`src/rtl/tcs_pkg.sv`:
```
package tcs_pkg;
   localparam int unsigned SEL_W    = 3;
   localparam int unsigned NUM_TAPS = 4;

   typedef enum logic [SEL_W-1:0] {
      CS_STOP     = 3'd0,
      CS_SYS      = 3'd1,
      CS_TAP0     = 3'd2,
      CS_TAP1     = 3'd3,
      CS_TAP2     = 3'd4,
      CS_TAP3     = 3'd5,
      CS_EXT_FALL = 3'd6,
      CS_EXT_RISE = 3'd7
   } clk_sel_e;
endpackage

```
`src/rtl/tcs_prescaler.sv`:
```
module tcs_prescaler #(
   parameter int unsigned CNT_W = 10,
   parameter int unsigned EXP0  = 3,
   parameter int unsigned EXP1  = 6,
   parameter int unsigned EXP2  = 8,
   parameter int unsigned EXP3  = 10
) (
   input  logic                            clk,
   input  logic                            rst_n,
   input  logic                            clear,
   output logic [tcs_pkg::NUM_TAPS-1:0]    tap_pulse,
   output logic [CNT_W-1:0]                count
);
   localparam int unsigned TAP_EXP [tcs_pkg::NUM_TAPS] = '{EXP0, EXP1, EXP2, EXP3};

   always_ff @(posedge clk or negedge rst_n) begin
      if (!rst_n)     count <= '0;
      else if (clear) count <= '0;
      else            count <= count + 1'b1;
   end

   // one tap per exponent: fires on the last count before its low bits wrap
   for (genvar t = 0; t < int'(tcs_pkg::NUM_TAPS); t++) begin : g_tap
      localparam int unsigned E = TAP_EXP[t];
      assign tap_pulse[t] = (&count[E-1:0]) & ~clear;
   end
endmodule

```
`src/rtl/tcs_edge_sync.sv`:
```
module tcs_edge_sync #(
   parameter int unsigned STAGES = 2
) (
   input  logic clk,
   input  logic rst_n,
   input  logic pin,
   output logic rise,
   output logic fall
);
   logic [STAGES-1:0] sync_q;
   logic              prev_q;

   always_ff @(posedge clk or negedge rst_n) begin
      if (!rst_n) begin
         sync_q <= '0;
         prev_q <= 1'b0;
      end else begin
         sync_q <= {sync_q[STAGES-2:0], pin};
         prev_q <= sync_q[STAGES-1];
      end
   end

   assign rise = sync_q[STAGES-1] & ~prev_q;
   assign fall = ~sync_q[STAGES-1] & prev_q;
endmodule

```
`src/rtl/tcs_chan_sel.sv`:
```
module tcs_chan_sel (
   input  logic [tcs_pkg::SEL_W-1:0]    sel,
   input  logic [tcs_pkg::NUM_TAPS-1:0] taps,
   input  logic                         pin_rise,
   input  logic                         pin_fall,
   output logic                         en
);
   import tcs_pkg::*;

   always_comb begin
      unique case (clk_sel_e'(sel))
         CS_STOP:     en = 1'b0;
         CS_SYS:      en = 1'b1;
         CS_TAP0:     en = taps[0];
         CS_TAP1:     en = taps[1];
         CS_TAP2:     en = taps[2];
         CS_TAP3:     en = taps[3];
         CS_EXT_FALL: en = pin_fall;
         CS_EXT_RISE: en = pin_rise;
         default:     en = 1'b0;
      endcase
   end
endmodule

```
`src/rtl/tcs_clk_select.sv`:
```
module tcs_clk_select #(
   parameter int unsigned NUM_CH      = 3,
   parameter int unsigned TAP0_LOG2   = 3,
   parameter int unsigned TAP1_LOG2   = 6,
   parameter int unsigned TAP2_LOG2   = 8,
   parameter int unsigned TAP3_LOG2   = 10,
   parameter int unsigned SYNC_STAGES = 2
) (
   input  logic                                 clk,
   input  logic                                 rst_n,
   input  logic                                 ps_clear,
   input  logic [NUM_CH*tcs_pkg::SEL_W-1:0]     ch_sel,
   input  logic [NUM_CH-1:0]                    ext_clk,
   output logic [NUM_CH-1:0]                    cnt_en
);
   localparam int unsigned CNT_W = TAP3_LOG2;
   localparam int unsigned SW    = tcs_pkg::SEL_W;

   if (NUM_CH < 1) begin : g_bad_ch
      $error("tcs_clk_select: NUM_CH must be at least 1");
   end
   if (!(TAP0_LOG2 >= 1 && TAP0_LOG2 < TAP1_LOG2 && TAP1_LOG2 < TAP2_LOG2 &&
         TAP2_LOG2 < TAP3_LOG2 && TAP3_LOG2 <= 24)) begin : g_bad_tap
      $error("tcs_clk_select: tap exponents must rise strictly, up to 24");
   end
   if (SYNC_STAGES < 2) begin : g_bad_sync
      $error("tcs_clk_select: SYNC_STAGES must be at least 2");
   end

   logic [tcs_pkg::NUM_TAPS-1:0] taps;
   logic [CNT_W-1:0]             ps_count;

   tcs_prescaler #(
      .CNT_W (CNT_W),
      .EXP0  (TAP0_LOG2),
      .EXP1  (TAP1_LOG2),
      .EXP2  (TAP2_LOG2),
      .EXP3  (TAP3_LOG2)
   ) u_pre (
      .clk       (clk),
      .rst_n     (rst_n),
      .clear     (ps_clear),
      .tap_pulse (taps),
      .count     (ps_count)
   );

   for (genvar i = 0; i < int'(NUM_CH); i++) begin : g_ch
      logic rise, fall;

      tcs_edge_sync #(.STAGES(SYNC_STAGES)) u_sync (
         .clk   (clk),
         .rst_n (rst_n),
         .pin   (ext_clk[i]),
         .rise  (rise),
         .fall  (fall)
      );

      tcs_chan_sel u_sel (
         .sel      (ch_sel[i*SW +: SW]),
         .taps     (taps),
         .pin_rise (rise),
         .pin_fall (fall),
         .en       (cnt_en[i])
      );
   end
endmodule

```
`config.mk`:
```
export PLATFORM = sky130hd
export DESIGN_NAME = tcs_clk_select
export DESIGN_NICKNAME = d
export VERILOG_FILES = /design/src/rtl/tcs_pkg.sv /design/src/rtl/tcs_prescaler.sv /design/src/rtl/tcs_edge_sync.sv /design/src/rtl/tcs_chan_sel.sv /design/src/rtl/tcs_clk_select.sv
export SDC_FILE = /design/constraint.sdc
export NUM_CORES = 1
export LEC_CHECK = 0
export BUFFER_PORTS_ARGS = -buffer_cell sky130_fd_sc_hd__buf_4
export CAP_MARGIN = 20
export CORE_UTILIZATION = 50
export DETAILED_ROUTE_END_ITERATION = 10
export PLACE_DENSITY_LB_ADDON = 0.1
export SYNTH_ARGS = -nofsm -noshare
export SYNTH_HDL_FRONTEND = slang
export SYNTH_SLANG_ARGS = --single-unit
```
`constraint.sdc`:
```
create_clock -name clk -period 4.51 [get_ports clk]
set_clock_uncertainty 0.05 [all_clocks]
set_input_delay 0.2255 -clock clk [delete_from_list [all_inputs] [get_ports clk]]
set_output_delay 0.2255 -clock clk [all_outputs]
set_load 0.02 [all_outputs]
```
After elaboration in Yosys (flattened, before gate mapping)
Cells that the tools add are included.
Widths: inputs -> output; s select.

word-level totals
  flip-flop bits (word level) = 19
  output and inout port bits = 3
  logic and storage cells = 57

cells by class
  add/sub/neg operators = 1
  equal/unequal tests = 21
  mux-type cells = 4
  bitwise logic cells = 17
  reduce and logical (&&, ||, !) cells = 7

operators with widths
  cell                   count
  $eq 3x3->1 const B     12
  $pmux 1 s8             3
  $eq 3x2->1 const B     6
  $add 10x1->10 const B  1
  $and 1x1->1            10
  $mux 10                1
  $reduce_and 10->1      1
  $eq 3x1->1 const B     3
  $logic_not 3->1        3
  $reduce_and 8->1       1
  $not 1->1              7
  $reduce_and 6->1       1
  $reduce_and 3->1       1

Depth between registers and ports, before layout
Gate-level depths: netlist (run 1).

  word-level depth = 3
  gate-level depth with buffers = 7
  depth with buffers taken out = 6

Hierarchy
From an unflattened synthesis (run 1), not the netlist that was laid out.

second synthesis, totals
  cells, all modules = 77
  area total of the unflattened synthesis = 934.6 um^2

by module, submodules not included
  module         instances  cells an instance  area an instance (um^2)  seq. area each (um^2)
  tcs_prescaler  1          47                 484.2                    250.2
  tcs_edge_sync  3          5                  90.1                     75.1
  tcs_chan_sel   3          5                  60.1                     0.0

Least setup slack after synthesis (run 1)
Ideal clock, no wire load.

  path kind = register to output
  start point = reg u_pre.count[0]
  end point = out cnt_en[1]
  data arrival time = 1.485 ns
  data required time = 4.234 ns
  slack = 2.750 ns
  stages on the path, launching flop included = 8
  path through = dfrtp_1 ha_1 ha_1 or3b_1 a21oi_1 o21ai_1 o211ai_1 buf_4

on the way
  longest elaborated chain between the ends = 3
  elaborated cells on any way between the ends = 9

ends and longest elaborated chain
  element                                          line                  source
  start: declaration                               tcs_prescaler.sv:12   output logic [CNT_W-1:0] count
  start signal: assignment                         tcs_prescaler.sv:19   else count <= count + 1'b1;
  $reduce_and 10->1, or another cell as far along  tcs_prescaler.sv:25   assign tap_pulse[t] = (&count[E-1:0]) & ~clear;
  $and 1x1->1                                      tcs_prescaler.sv:25
  $pmux 1 s8 (*)                                   tcs_chan_sel.sv:11    unique case (clk_sel_e'(sel))
  end: declaration                                 tcs_clk_select.sv:14  output logic [NUM_CH-1:0] cnt_en

Every way passes the cells marked *; elsewhere a longest branch is shown, timed or not.

Worst setup path after layout (run 1)
Ends and elaborated chain as after synthesis.

==> impl_metrics.prom, run 1 <==
# TYPE chip_impl_metric gauge
chip_impl_metric{name="timing.setup.tns",unit="ns"} 0
chip_impl_info{name="cts.root.buffer_cell",value="clkbuf_4"} 1
chip_impl_info{name="cp-start-kind",value="register"} 1
chip_impl_metric{name="yosys_warnings",unit=""} 0
chip_impl_metric{name="filler_cell_count",unit=""} 159
chip_impl_info{name="busiest_layer",value="met2"} 1
chip_impl_metric{name="yosysUniqueCellTypes",unit=""} 33
chip_impl_metric{name="vias_per_cell",unit=""} 5.38
chip_impl_metric{name="cts_made_buffers",unit=""} 3
chip_impl_metric{name="clock_path_buffers",unit=""} 2
chip_impl_metric{name="global_route_usage_over_all_layers",unit="%"} 19.6
chip_impl_metric{name="routed_wl",unit="um"} 1730
chip_impl_info{name="critical_path.slowest_cell",value="dfrtp_1"} 1
chip_impl_metric{name="cts.clk_slew.worst_paths",unit="ns"} 0.10
chip_impl_metric{name="drt-initial-drc-count",unit=""} 16
chip_impl_info{name="cells_traversed_along_the_worst_timing_path",value="ha_1 > ha_1 > or3b_1 > a21oi_1 > o21ai_1 > o211ai_1 > buf_4"} 1
chip_impl_metric{name="finalWeightedCongestion",unit=""} 0.690
chip_impl_metric{name="coreArea",unit="um2"} 1760
chip_impl_metric{name="worstPathRequired",unit="ns"} 4.23
chip_impl_metric{name="grt_util_met1",unit="%"} 24.5
chip_impl_metric{name="rr_worst_depth",unit=""} 4
chip_impl_metric{name="post-place-ws",unit="ns"} 2.63
chip_impl_info{name="setup_repair_after_global_routing_missed_its_margin",value="no"} 1
chip_impl_metric{name="post-route-min-period",unit="ns"} 2.22
chip_impl_info{name="synth_top_family_by_area",value="simple AND/OR/NAND/NOR gates"} 1
chip_impl_info{name="timing.hold.worst.class",value="in2reg"} 1
chip_impl_metric{name="synth-seq-cells",unit=""} 19
chip_impl_metric{name="drv_cap",unit=""} 0
chip_impl_metric{name="final_instance_area",unit="um2"} 1140
chip_impl_metric{name="number_of_synthesized_flops_with_an_enable_pin",unit=""} 0
chip_impl_metric{name="max_vdd_drop",unit="V"} 0.000261
chip_impl_metric{name="critical_path.n_buffers_inverters",unit=""} 1
chip_impl_metric{name="num_io_pins",unit=""} 18
chip_impl_metric{name="synth_nets",unit=""} 110
chip_impl_metric{name="numPlacedInstances",unit=""} 130
chip_impl_metric{name="area_delta_synth_final",unit="%"} 19.8
chip_impl_info{name="run_status",value="complete, no violations"} 1
chip_impl_metric{name="use_met3",unit="%"} 3.57
chip_impl_metric{name="synth.mux.area_fraction",unit="%"} 0
chip_impl_info{name="worst-setup-path-type",value="reg2out"} 1
chip_impl_metric{name="met2_usage",unit="%"} 30.3
chip_impl_metric{name="drive_above_1_share",unit="%"} 21.2
chip_impl_info{name="critPathTopFamily",value="adder cells"} 1
chip_impl_info{name="synth-main-ff-cell",value="dfrtp_1"} 1
chip_impl_metric{name="layout.area.seq",unit="um2"} 475
chip_impl_metric{name="detail_route.drc_violations",unit=""} 0
chip_impl_metric{name="mappedNetlistArea",unit="um2"} 953
chip_impl_metric{name="final_critical_path_setup_slack",unit="ns"} 2.29
chip_impl_metric{name="antenna_found_initial",unit=""} 0
chip_impl_metric{name="dr_total_vias",unit=""} 743
chip_impl_metric{name="fin_cells",unit=""} 138
chip_impl_metric{name="combPwrFrac",unit="%"} 12.2
chip_impl_metric{name="fin_total_pwr",unit="W"} 0.000303
chip_impl_metric{name="final-hold-violation-count",unit=""} 0
chip_impl_metric{name="power_frac_clock",unit="%"} 28.3
chip_impl_metric{name="p_int",unit="W"} 0.000229
chip_impl_metric{name="min_period_over_period",unit="%"} 49.2
chip_impl_metric{name="routed_wire_length_per_instance",unit="um"} 12.5
chip_impl_metric{name="path_depth",unit=""} 7
chip_impl_metric{name="cts_sink_cnt",unit=""} 19
chip_impl_metric{name="numPortBuffers",unit=""} 17
chip_impl_metric{name="final_net_count",unit=""} 131
chip_impl_metric{name="synth.yosys.seq_area_share",unit="%"} 49.9
chip_impl_metric{name="leak",unit="nW"} 0.484
chip_impl_metric{name="total_congestion_overflow",unit=""} 0
chip_impl_metric{name="grt_pass1_vias",unit=""} 614
chip_impl_metric{name="antenna_cells_inserted",unit=""} 0
chip_impl_metric{name="floorplan.initialDensity",unit="%"} 54.0
chip_impl_metric{name="yosys.area_share.xor_xnor",unit="%"} 4.59
chip_impl_metric{name="max_freq",unit="MHz"} 451
chip_impl_metric{name="worst-endpoint-arrival",unit="ns"} 1.94
chip_impl_metric{name="die_w",unit="um"} 45.7
chip_impl_metric{name="post-dp-hpwl",unit="um"} 1180
chip_impl_info{name="end_kind",value="output pin"} 1
chip_impl_metric{name="post_synth.cell_area_avg",unit="um2"} 10.3
chip_impl_metric{name="setup_viol",unit=""} 0
chip_impl_metric{name="total_area_of_multi_input_combinational_cells",unit="um2"} 433
chip_impl_metric{name="worst_pin_slew",unit="ns"} 0.364
chip_impl_metric{name="drt.antenna.violating_nets",unit=""} 0
chip_impl_metric{name="synth-compound-area-share",unit="%"} 13.4
chip_impl_metric{name="drtPass1Iterations",unit=""} 4
chip_impl_metric{name="first_pass_grt_wire_length",unit="um"} 2710
chip_impl_metric{name="die_height",unit="um"} 45.7
chip_impl_metric{name="number_of_placement_rows",unit=""} 15
chip_impl_metric{name="clock_latency",unit="ns"} 0.30
chip_impl_metric{name="syn-instance-count",unit=""} 93
chip_impl_info{name="cp_common_cell",value="ha_1"} 1
chip_impl_metric{name="yosys.area_share.simple",unit="%"} 24.8
chip_impl_metric{name="cts_resized",unit=""} 0
chip_impl_metric{name="ys_async_sr_fraction",unit="%"} 100
chip_impl_metric{name="power_per_cell_area",unit="nW/um2"} 265
chip_impl_metric{name="htree_num_levels",unit=""} 1
chip_impl_metric{name="dpl-instance-area",unit="um2"} 1070
chip_impl_metric{name="grt_start_max_net_pins",unit=""} 20
chip_impl_metric{name="switchingPower",unit="W"} 0.0000740
chip_impl_metric{name="synthAdderAreaFrac",unit="%"} 2.62
chip_impl_metric{name="power_frac_seq",unit="%"} 59.6
chip_impl_metric{name="slowest_stage_delay_on_critical_path",unit="ns"} 0.40
chip_impl_metric{name="finalMaxSlewViolations",unit=""} 0
chip_impl_metric{name="largest_fanout_of_any_net_on_the_critical_path",unit=""} 4
chip_impl_metric{name="worst_hold_path.num_cells",unit=""} 2
chip_impl_info{name="cts_tree",value="done"} 1
chip_impl_metric{name="swShare",unit="%"} 24.4
chip_impl_metric{name="area_of_the_die",unit="um2"} 2090
chip_impl_metric{name="timing.slew.headroom",unit="%"} 75.6
cells in the final DEF, fill, tap and decap left out, types with 3 or more instances in the layout:
cell	synthesis	final
nor2_1	7	7
nand2_1	5	5
nand3b_1	4	4
o21ai_0	8	8
dfrtp_1	19	19
xor2_1	4	4
nand2b_1	3	3
clkbuf_4	0	3
nor2b_1	3	3
dlygate4sd3_1	0	4
a21oi_1	6	6
buf_4	3	17
layout make-up:
class / instances / area share, %
Sequential cell: 19 / 41.6
Multi-Input combinational cell: 67 / 37.9
Timing Repair Buffer: 21 / 14.7
Tap cell: 25 / 2.74
Clock buffer: 3 / 1.97
Inverter: 2 / 0.657
Clock inverter: 1 / 0.438
worst reg2reg max path, delay by kind of cell, from the launching register on:
family / cells / cell delay [ns]
AO/OA/AOI/OAI: 1 / 0.15
adder cells (fa/ha/maj): 1 / 0.20
AND/OR/NAND/NOR: 2 / 0.57
flip-flops: 1 / 0.40
power by group through the flow:
stage | logic, W | registers, W | clock network, W
detailed placement | 0.0000343 | 0.000184 | 0
floorplan | 0.0000177 | 0.000183 | 0
CTS | 0.0000373 | 0.000181 | 0.0000902
global route | 0.0000408 | 0.000182 | 0.0000962
finish | 0.0000369 | 0.000180 | 0.0000856
global placement | 0.0000343 | 0.000183 | 0
flip-flops by register name, indices dropped and copies added, names as in the netlist:
register,count
g_ch.u_sync.prev_q,3
g_ch.u_sync.sync_q,6
u_pre.count,10
through the flow:
stage	utilization (%)	hold slack (ns)
6_report	64.8	0.150
3_3_place_gp	60.9	0.0575
2_1_floorplan	-	-0.120
5_1_grt	64.8	0.146
4_1_cts	64.8	0.140
3_5_place_dp	60.9	0.0590
cell families after synthesis:
kind of cell,after synthesis
XOR/XNOR,5
AO/OA/AOI/OAI,22
AND/OR/NAND/NOR,38
adder cells (fa/ha/maj),2
buffers and inverters,7
flip-flops,19
worst paths after layout:
kind                                          startpoint                        to  slack, ns
worst max-delay path                      u_pre.count[0]                 cnt_en[1]       2.29
worst min-delay path                            ps_clear            u_pre.count[8]       0.15
worst max register to register            u_pre.count[0]            u_pre.count[6]       3.07
worst min register to register  g_ch[2].u_sync.sync_q[0]  g_ch[2].u_sync.sync_q[1]       0.31
max in group asynchronous                          rst_n            u_pre.count[7]       3.96
min in group asynchronous                          rst_n  g_ch[0].u_sync.sync_q[0]       0.26
routing by layer:
| layer | wire length (um) | up-vias | share of wire [%] |
|---|---|---|---|
| met1 | 826 | 344 | 48 |
| li1 | - | 376 | - |
| met5 | 0 | - | 0 |
| met2 | 781 | 18 | 45 |
| met4 | 54 | 0 | 3.1 |
| met3 | 62 | 5 | 3.6 |
timing repair:
action,CTS,global route
hold buffers,4,0
endpoints found under the hold margin,22,0
setup buffers,0,0
endpoints found under the setup margin,0,0
synth_stat cells (2+ instances only):
cell	n	area, um2
dfrtp_1	19	475
o21ai_0	8	40.0
nor2_1	7	26.3
a21oi_1	6	30.0
nand2_1	5	18.8
nand3b_1	4	30.0
xor2_1	4	35.0
buf_4	3	22.5
nand2b_1	3	18.8
nor2b_1	3	18.8
ha_1	2	25.0
inv_1	2	7.51
nand3_1	2	10.0
nor3_1	2	10.0
o211ai_1	2	15.0
o21ai_1	2	10.0
o31ai_1	2	15.0
or3_1	2	12.5
Power figures use the tool's default switching activity.
==> run 2, diff against run 1 <==
clock period = 2.2 ns   (was 4.51 ns; I/O delays follow)
==> impl_metrics.prom, run 2 (synthesis gave the netlist of run 1 again) <==
# TYPE chip_impl_metric gauge
chip_impl_info{name="worst_hold_startpoint",value="ps_clear"} 1
chip_impl_metric{name="die_w",unit="um"} 45.7
chip_impl_info{name="cts_tree",value="done"} 1
chip_impl_metric{name="post-route-min-period",unit="ns"} 2.08
chip_impl_metric{name="htree_num_levels",unit=""} 1
chip_impl_metric{name="antenna_found_initial",unit=""} 0
chip_impl_metric{name="min_period_over_period",unit="%"} 94.5
chip_impl_metric{name="fin_cells",unit=""} 139
chip_impl_metric{name="total_congestion_overflow",unit=""} 0
chip_impl_info{name="end_kind",value="output pin"} 1
chip_impl_metric{name="global_route_usage_over_all_layers",unit="%"} 19.8
chip_impl_info{name="cts.root.buffer_cell",value="clkbuf_4"} 1
chip_impl_metric{name="max_vdd_drop",unit="V"} 0.000539
chip_impl_metric{name="coreArea",unit="um2"} 1760
chip_impl_metric{name="finalWeightedCongestion",unit=""} 0.684
chip_impl_metric{name="number_of_placement_rows",unit=""} 15
chip_impl_metric{name="antenna_cells_inserted",unit=""} 0
chip_impl_metric{name="cts.clk_slew.worst_paths",unit="ns"} 0.10
chip_impl_metric{name="timing.setup.tns",unit="ns"} 0
chip_impl_metric{name="post-dp-hpwl",unit="um"} 1250
chip_impl_info{name="cp-start-kind",value="register"} 1
chip_impl_info{name="r2r-start",value="u_pre.count[0]"} 1
chip_impl_metric{name="grt_start_max_net_pins",unit=""} 20
chip_impl_metric{name="clock_latency",unit="ns"} 0.30
chip_impl_info{name="layout_commonest_cell",value="dfrtp_1"} 1
chip_impl_metric{name="finalMaxSlewViolations",unit=""} 0
chip_impl_metric{name="floorplan.initialDensity",unit="%"} 54.0
chip_impl_metric{name="area_of_the_die",unit="um2"} 2090
chip_impl_metric{name="drv_cap",unit=""} 0
chip_impl_info{name="layout.cells.most_common_list",value="19 x dfrtp_1, 18 x buf_4, 8 x o21ai_0"} 1
chip_impl_info{name="setup_repair_after_global_routing_missed_its_margin",value="no"} 1
chip_impl_metric{name="detail_route.drc_violations",unit=""} 0
chip_impl_metric{name="largest_fanout_of_any_net_on_the_critical_path",unit=""} 3
chip_impl_info{name="worst-setup-path-type",value="reg2out"} 1
chip_impl_info{name="run_status",value="complete, no violations"} 1
chip_impl_metric{name="drive_above_1_share",unit="%"} 23.7
chip_impl_metric{name="dpl-instance-area",unit="um2"} 1070
chip_impl_metric{name="routed_wl",unit="um"} 1790
chip_impl_metric{name="first_pass_grt_wire_length",unit="um"} 2770
chip_impl_info{name="largest_register",value="u_pre.count"} 1
chip_impl_metric{name="numPlacedInstances",unit=""} 130
chip_impl_metric{name="final_critical_path_setup_slack",unit="ns"} 0.120
chip_impl_metric{name="drtPass1Iterations",unit=""} 3
chip_impl_info{name="timing.hold.worst.class",value="in2reg"} 1
chip_impl_metric{name="area_delta_synth_final",unit="%"} 21.4
chip_impl_metric{name="numPortBuffers",unit=""} 17
chip_impl_metric{name="worst-endpoint-arrival",unit="ns"} 1.92
chip_impl_metric{name="die_height",unit="um"} 45.7
chip_impl_metric{name="drt-initial-drc-count",unit=""} 11
chip_impl_metric{name="max_freq",unit="MHz"} 481
chip_impl_metric{name="leak",unit="nW"} 0.486
chip_impl_info{name="setup.worst_path.start",value="u_pre.count[0]"} 1
chip_impl_metric{name="largest_reg_flops",unit=""} 10
chip_impl_metric{name="num_io_pins",unit=""} 18
chip_impl_metric{name="final_instance_area",unit="um2"} 1160
chip_impl_metric{name="worstPathRequired",unit="ns"} 2.04
chip_impl_metric{name="grt_pass1_vias",unit=""} 644
chip_impl_metric{name="final_net_count",unit=""} 132
chip_impl_metric{name="power_per_cell_area",unit="nW/um2"} 538
chip_impl_metric{name="cts_sink_cnt",unit=""} 19
chip_impl_metric{name="post-place-ws",unit="ns"} 0.432
chip_impl_metric{name="timing.slew.headroom",unit="%"} 79.5
chip_impl_metric{name="dr_total_vias",unit=""} 749
chip_impl_metric{name="cts_made_buffers",unit=""} 3
chip_impl_metric{name="worst_pin_slew",unit="ns"} 0.304
chip_impl_metric{name="final-hold-violation-count",unit=""} 0
chip_impl_metric{name="final_util",unit="%"} 65.6
chip_impl_metric{name="setup_viol",unit=""} 0
chip_impl_metric{name="clock_path_buffers",unit=""} 2
chip_impl_metric{name="vias_per_cell",unit=""} 5.39
chip_impl_info{name="largestRegisters",value="u_pre.count (10), g_ch.u_sync.sync_q (6), g_ch.u_sync.prev_q (3)"} 1
chip_impl_metric{name="routed_wire_length_per_instance",unit="um"} 12.9
chip_impl_metric{name="filler_cell_count",unit=""} 161
chip_impl_metric{name="drt.antenna.violating_nets",unit=""} 0
[run 2: report_power, final]
group / switching, W / internal, W
Combinational: 0.0000375 / 0.0000411
Clock: 0.000106 / 0.0000679
Sequential: 0.00000799 / 0.000362
Total: 0.000151 / 0.000471
[run 2: critical path, cell delays in order, from the launching register on]
cell,delay [ns]
dfrtp_1,0.39
ha_1,0.20
ha_2,0.21
or3b_1,0.35
a21oi_1,0.15
o21ai_1,0.08
o211ai_1,0.08
buf_4,0.16
[run 2: repair_timing]
action,CTS,global route
hold buffers,4,0
setup endpoints to repair,0,3
resized for setup,0,2
hold endpoints to repair,22,0
buffers inserted,0,1
[run 2: area by class of cell]
| class | count | area [um2] | share of cell area [%] |
|---|---|---|---|
| Tap cell | 25 | 31.3 | 2.70 |
| Sequential cell | 19 | 475 | 41.1 |
| Clock inverter | 1 | 5.00 | 0.432 |
| Inverter | 2 | 7.51 | 0.649 |
| Multi-Input combinational cell | 67 | 440 | 38.1 |
| Timing Repair Buffer | 22 | 175 | 15.1 |
| Clock buffer | 3 | 22.5 | 1.95 |
[run 2: per-layer routing]
layer / up-vias / global-route usage (%) / wire (um)
met4: 0 / 14.5 / 46
met3: 5 / 3.57 / 59
met1: 354 / 23.8 / 840
met2: 15 / 31.7 / 847
met5: - / 0 / 0
li1: 375 / - / -
[run 2: final timing paths]
path,cells past startpoint,to,slack [ns]
max,7,cnt_en[1],0.12
min,2,u_pre.count[6],0.04
max reg2reg,4,u_pre.count[6],0.76
min reg2reg,0,g_ch[2].u_sync.sync_q[1],0.31
max in group asynchronous,2,u_pre.count[1],1.75
min in group asynchronous,2,u_pre.count[3],0.15
[run 2: per-stage QoR]
step | hold WS [ns] | power (W)
6_report | 0.0409 | 0.000622
5_1_grt | 0.0327 | 0.000658
4_1_cts | 0.0254 | 0.000634
3_5_place_dp | -0.0559 | 0.000448
3_3_place_gp | -0.0580 | 0.000446
2_1_floorplan | -0.236 | 0.000411
==> run 3, diff against run 2 <==
RECOVER_POWER = 100   (was not set)
==> impl_metrics.prom, run 3 (synthesis gave the netlist of run 1 again) <==
# TYPE chip_impl_metric gauge
chip_impl_info{name="run_status",value="complete, no violations"} 1
chip_impl_metric{name="die_w",unit="um"} 45.7
chip_impl_info{name="critPathTopFamily",value="adder cells"} 1
chip_impl_metric{name="grt_util_met1",unit="%"} 23.8
chip_impl_metric{name="leak",unit="nW"} 0.481
chip_impl_metric{name="grt_pass1_vias",unit=""} 644
chip_impl_info{name="busiest_layer",value="met2"} 1
chip_impl_metric{name="total_congestion_overflow",unit=""} 0
chip_impl_metric{name="worst_pin_slew",unit="ns"} 0.998
chip_impl_metric{name="clock_path_buffers",unit=""} 2
chip_impl_metric{name="floorplan.initialDensity",unit="%"} 54.0
chip_impl_metric{name="vias_per_cell",unit=""} 5.41
chip_impl_info{name="setup_repair_after_global_routing_missed_its_margin",value="no"} 1
chip_impl_info{name="critical_path.slowest_cell",value="dfrtp_1"} 1
chip_impl_metric{name="largest_fanout_of_any_net_on_the_critical_path",unit=""} 3
chip_impl_metric{name="dr_total_vias",unit=""} 752
chip_impl_metric{name="clock_latency",unit="ns"} 0.30
chip_impl_metric{name="cts.clk_slew.worst_paths",unit="ns"} 0.10
chip_impl_metric{name="final_critical_path_setup_slack",unit="ns"} 0.124
chip_impl_metric{name="post-dp-hpwl",unit="um"} 1250
chip_impl_metric{name="worst-endpoint-arrival",unit="ns"} 1.92
chip_impl_metric{name="grt_start_max_net_pins",unit=""} 20
chip_impl_info{name="timing.hold.worst.class",value="in2reg"} 1
chip_impl_info{name="largestRegisters",value="u_pre.count (10), g_ch.u_sync.sync_q (6), g_ch.u_sync.prev_q (3)"} 1
chip_impl_info{name="cells_traversed_along_the_worst_timing_path",value="ha_1 > ha_2 > or3b_1 > a21oi_1 > o21ai_1 > o211ai_1 > buf_4"} 1
chip_impl_metric{name="area_delta_synth_final",unit="%"} 20.2
chip_impl_metric{name="num_io_pins",unit=""} 18
chip_impl_info{name="cp-start-kind",value="register"} 1
chip_impl_info{name="layout.cells.most_common_list",value="19 x dfrtp_1, 12 x buf_4, 8 x o21ai_0"} 1
chip_impl_metric{name="critical_path.n_buffers_inverters",unit=""} 1
chip_impl_metric{name="final-hold-violation-count",unit=""} 0
chip_impl_info{name="layout_commonest_cell",value="dfrtp_1"} 1
chip_impl_info{name="cts_tree",value="done"} 1
chip_impl_metric{name="power_per_cell_area",unit="nW/um2"} 543
chip_impl_metric{name="timing.setup.tns",unit="ns"} 0
chip_impl_metric{name="met2_usage",unit="%"} 31.7
chip_impl_metric{name="htree_num_levels",unit=""} 1
chip_impl_metric{name="drv_cap",unit=""} 0
chip_impl_metric{name="dpl-instance-area",unit="um2"} 1070
chip_impl_metric{name="final_net_count",unit=""} 132
chip_impl_metric{name="drtPass1Iterations",unit=""} 4
chip_impl_metric{name="largest_reg_flops",unit=""} 10
chip_impl_info{name="end_kind",value="output pin"} 1
chip_impl_metric{name="routed_wl",unit="um"} 1800
chip_impl_metric{name="coreArea",unit="um2"} 1760
chip_impl_metric{name="timing.slew.headroom",unit="%"} 33.5
chip_impl_metric{name="finalMaxSlewViolations",unit=""} 0
chip_impl_metric{name="max_freq",unit="MHz"} 482
chip_impl_metric{name="post-place-ws",unit="ns"} 0.432
chip_impl_metric{name="use_met3",unit="%"} 3.57
chip_impl_metric{name="area_of_the_die",unit="um2"} 2090
chip_impl_metric{name="cts_sink_cnt",unit=""} 19
chip_impl_metric{name="die_height",unit="um"} 45.7
chip_impl_metric{name="antenna_found_initial",unit=""} 0
chip_impl_metric{name="final.hold.worst_slack",unit="ns"} 0.0444
chip_impl_metric{name="cts_made_buffers",unit=""} 3
chip_impl_metric{name="global_route_usage_over_all_layers",unit="%"} 19.8
chip_impl_metric{name="post-route-min-period",unit="ns"} 2.08
chip_impl_info{name="largest_register",value="u_pre.count"} 1
chip_impl_metric{name="filler_cell_count",unit=""} 164
chip_impl_metric{name="numPortBuffers",unit=""} 17
chip_impl_metric{name="fin_total_pwr",unit="W"} 0.000622
chip_impl_metric{name="slowest_stage_delay_on_critical_path",unit="ns"} 0.39
chip_impl_metric{name="detail_route.drc_violations",unit=""} 0
chip_impl_metric{name="drive_above_1_share",unit="%"} 21.9
chip_impl_metric{name="antenna_cells_inserted",unit=""} 0
chip_impl_metric{name="final_instance_area",unit="um2"} 1150
chip_impl_info{name="cts.root.buffer_cell",value="clkbuf_4"} 1
chip_impl_metric{name="setup_viol",unit=""} 0
chip_impl_info{name="worst-setup-path-type",value="reg2out"} 1
chip_impl_metric{name="max_vdd_drop",unit="V"} 0.000537
chip_impl_metric{name="routed_wire_length_per_instance",unit="um"} 12.9
chip_impl_metric{name="finalWeightedCongestion",unit=""} 0.684
chip_impl_metric{name="first_pass_grt_wire_length",unit="um"} 2770
chip_impl_metric{name="drt.antenna.violating_nets",unit=""} 0
chip_impl_metric{name="worstPathRequired",unit="ns"} 2.04
chip_impl_metric{name="drt-initial-drc-count",unit=""} 8
chip_impl_metric{name="min_period_over_period",unit="%"} 94.4
chip_impl_metric{name="number_of_placement_rows",unit=""} 15
[run 3: cell types whose count changed in the layout (fill, tap and decap cells not counted)]
cell	delta
nor3b_1	+1
buf_4	-6
clkbuf_2	+1
nor3b_2	-1
clkbuf_1	+1
clkbuf_4	+4
[run 3: power by group]
part / internal (W) / total [W] / switching [W]
logic: 0.0000393 / 0.0000766 / 0.0000374
registers: 0.000362 / 0.000370 / 0.00000796
clock network: 0.0000679 / 0.000176 / 0.000108
total: 0.000469 / 0.000622 / 0.000153
[run 3: per-stage QoR]
step	cells	util [%]
3_5_place_dp	130	60.9
2_1_floorplan	93	-
5_1_grt	139	65.0
3_3_place_gp	130	60.9
6_report	139	65.0
4_1_cts	138	64.8
[run 3: final timing paths]
| path | startpoint | end | slack, ns | cells past startpoint |
|---|---|---|---|---|
| worst max-delay path | u_pre.count[0] | cnt_en[1] | 0.12 | 7 |
| worst min-delay path | ps_clear | u_pre.count[5] | 0.04 | 2 |
| worst max register to register | u_pre.count[0] | u_pre.count[6] | 0.76 | 4 |
| worst min register to register | g_ch[2].u_sync.sync_q[0] | g_ch[2].u_sync.sync_q[1] | 0.31 | 0 |
| max in group asynchronous | rst_n | u_pre.count[1] | 1.07 | 2 |
| min in group asynchronous | rst_n | u_pre.count[3] | 0.43 | 2 |
[run 3: metal layers]
metal | vias to the layer above | share of wire [%]
li1 | 377 | -
met1 | 355 | 47
met2 | 15 | 47
met3 | 5 | 3.3
met4 | 0 | 2.6
met5 | - | 0
[run 3: area by class of cell]
type	instances	area [um2]	share of cell area, %
timing repair buffer	22	169	14.7
clock buffer	3	22.5	1.97
clock inverter	1	5.00	0.437
inverter	2	7.51	0.655
multi-input combinational	67	435	38.0
sequential	19	475	41.5
tap	25	31.3	2.73
[run 3: repair_timing]
action                                 CTS  global route
hold buffers                             4             0
resized for setup                        0             2
endpoints found under the hold margin   22             0
setup endpoints to repair                0             3
buffers inserted                         0             1
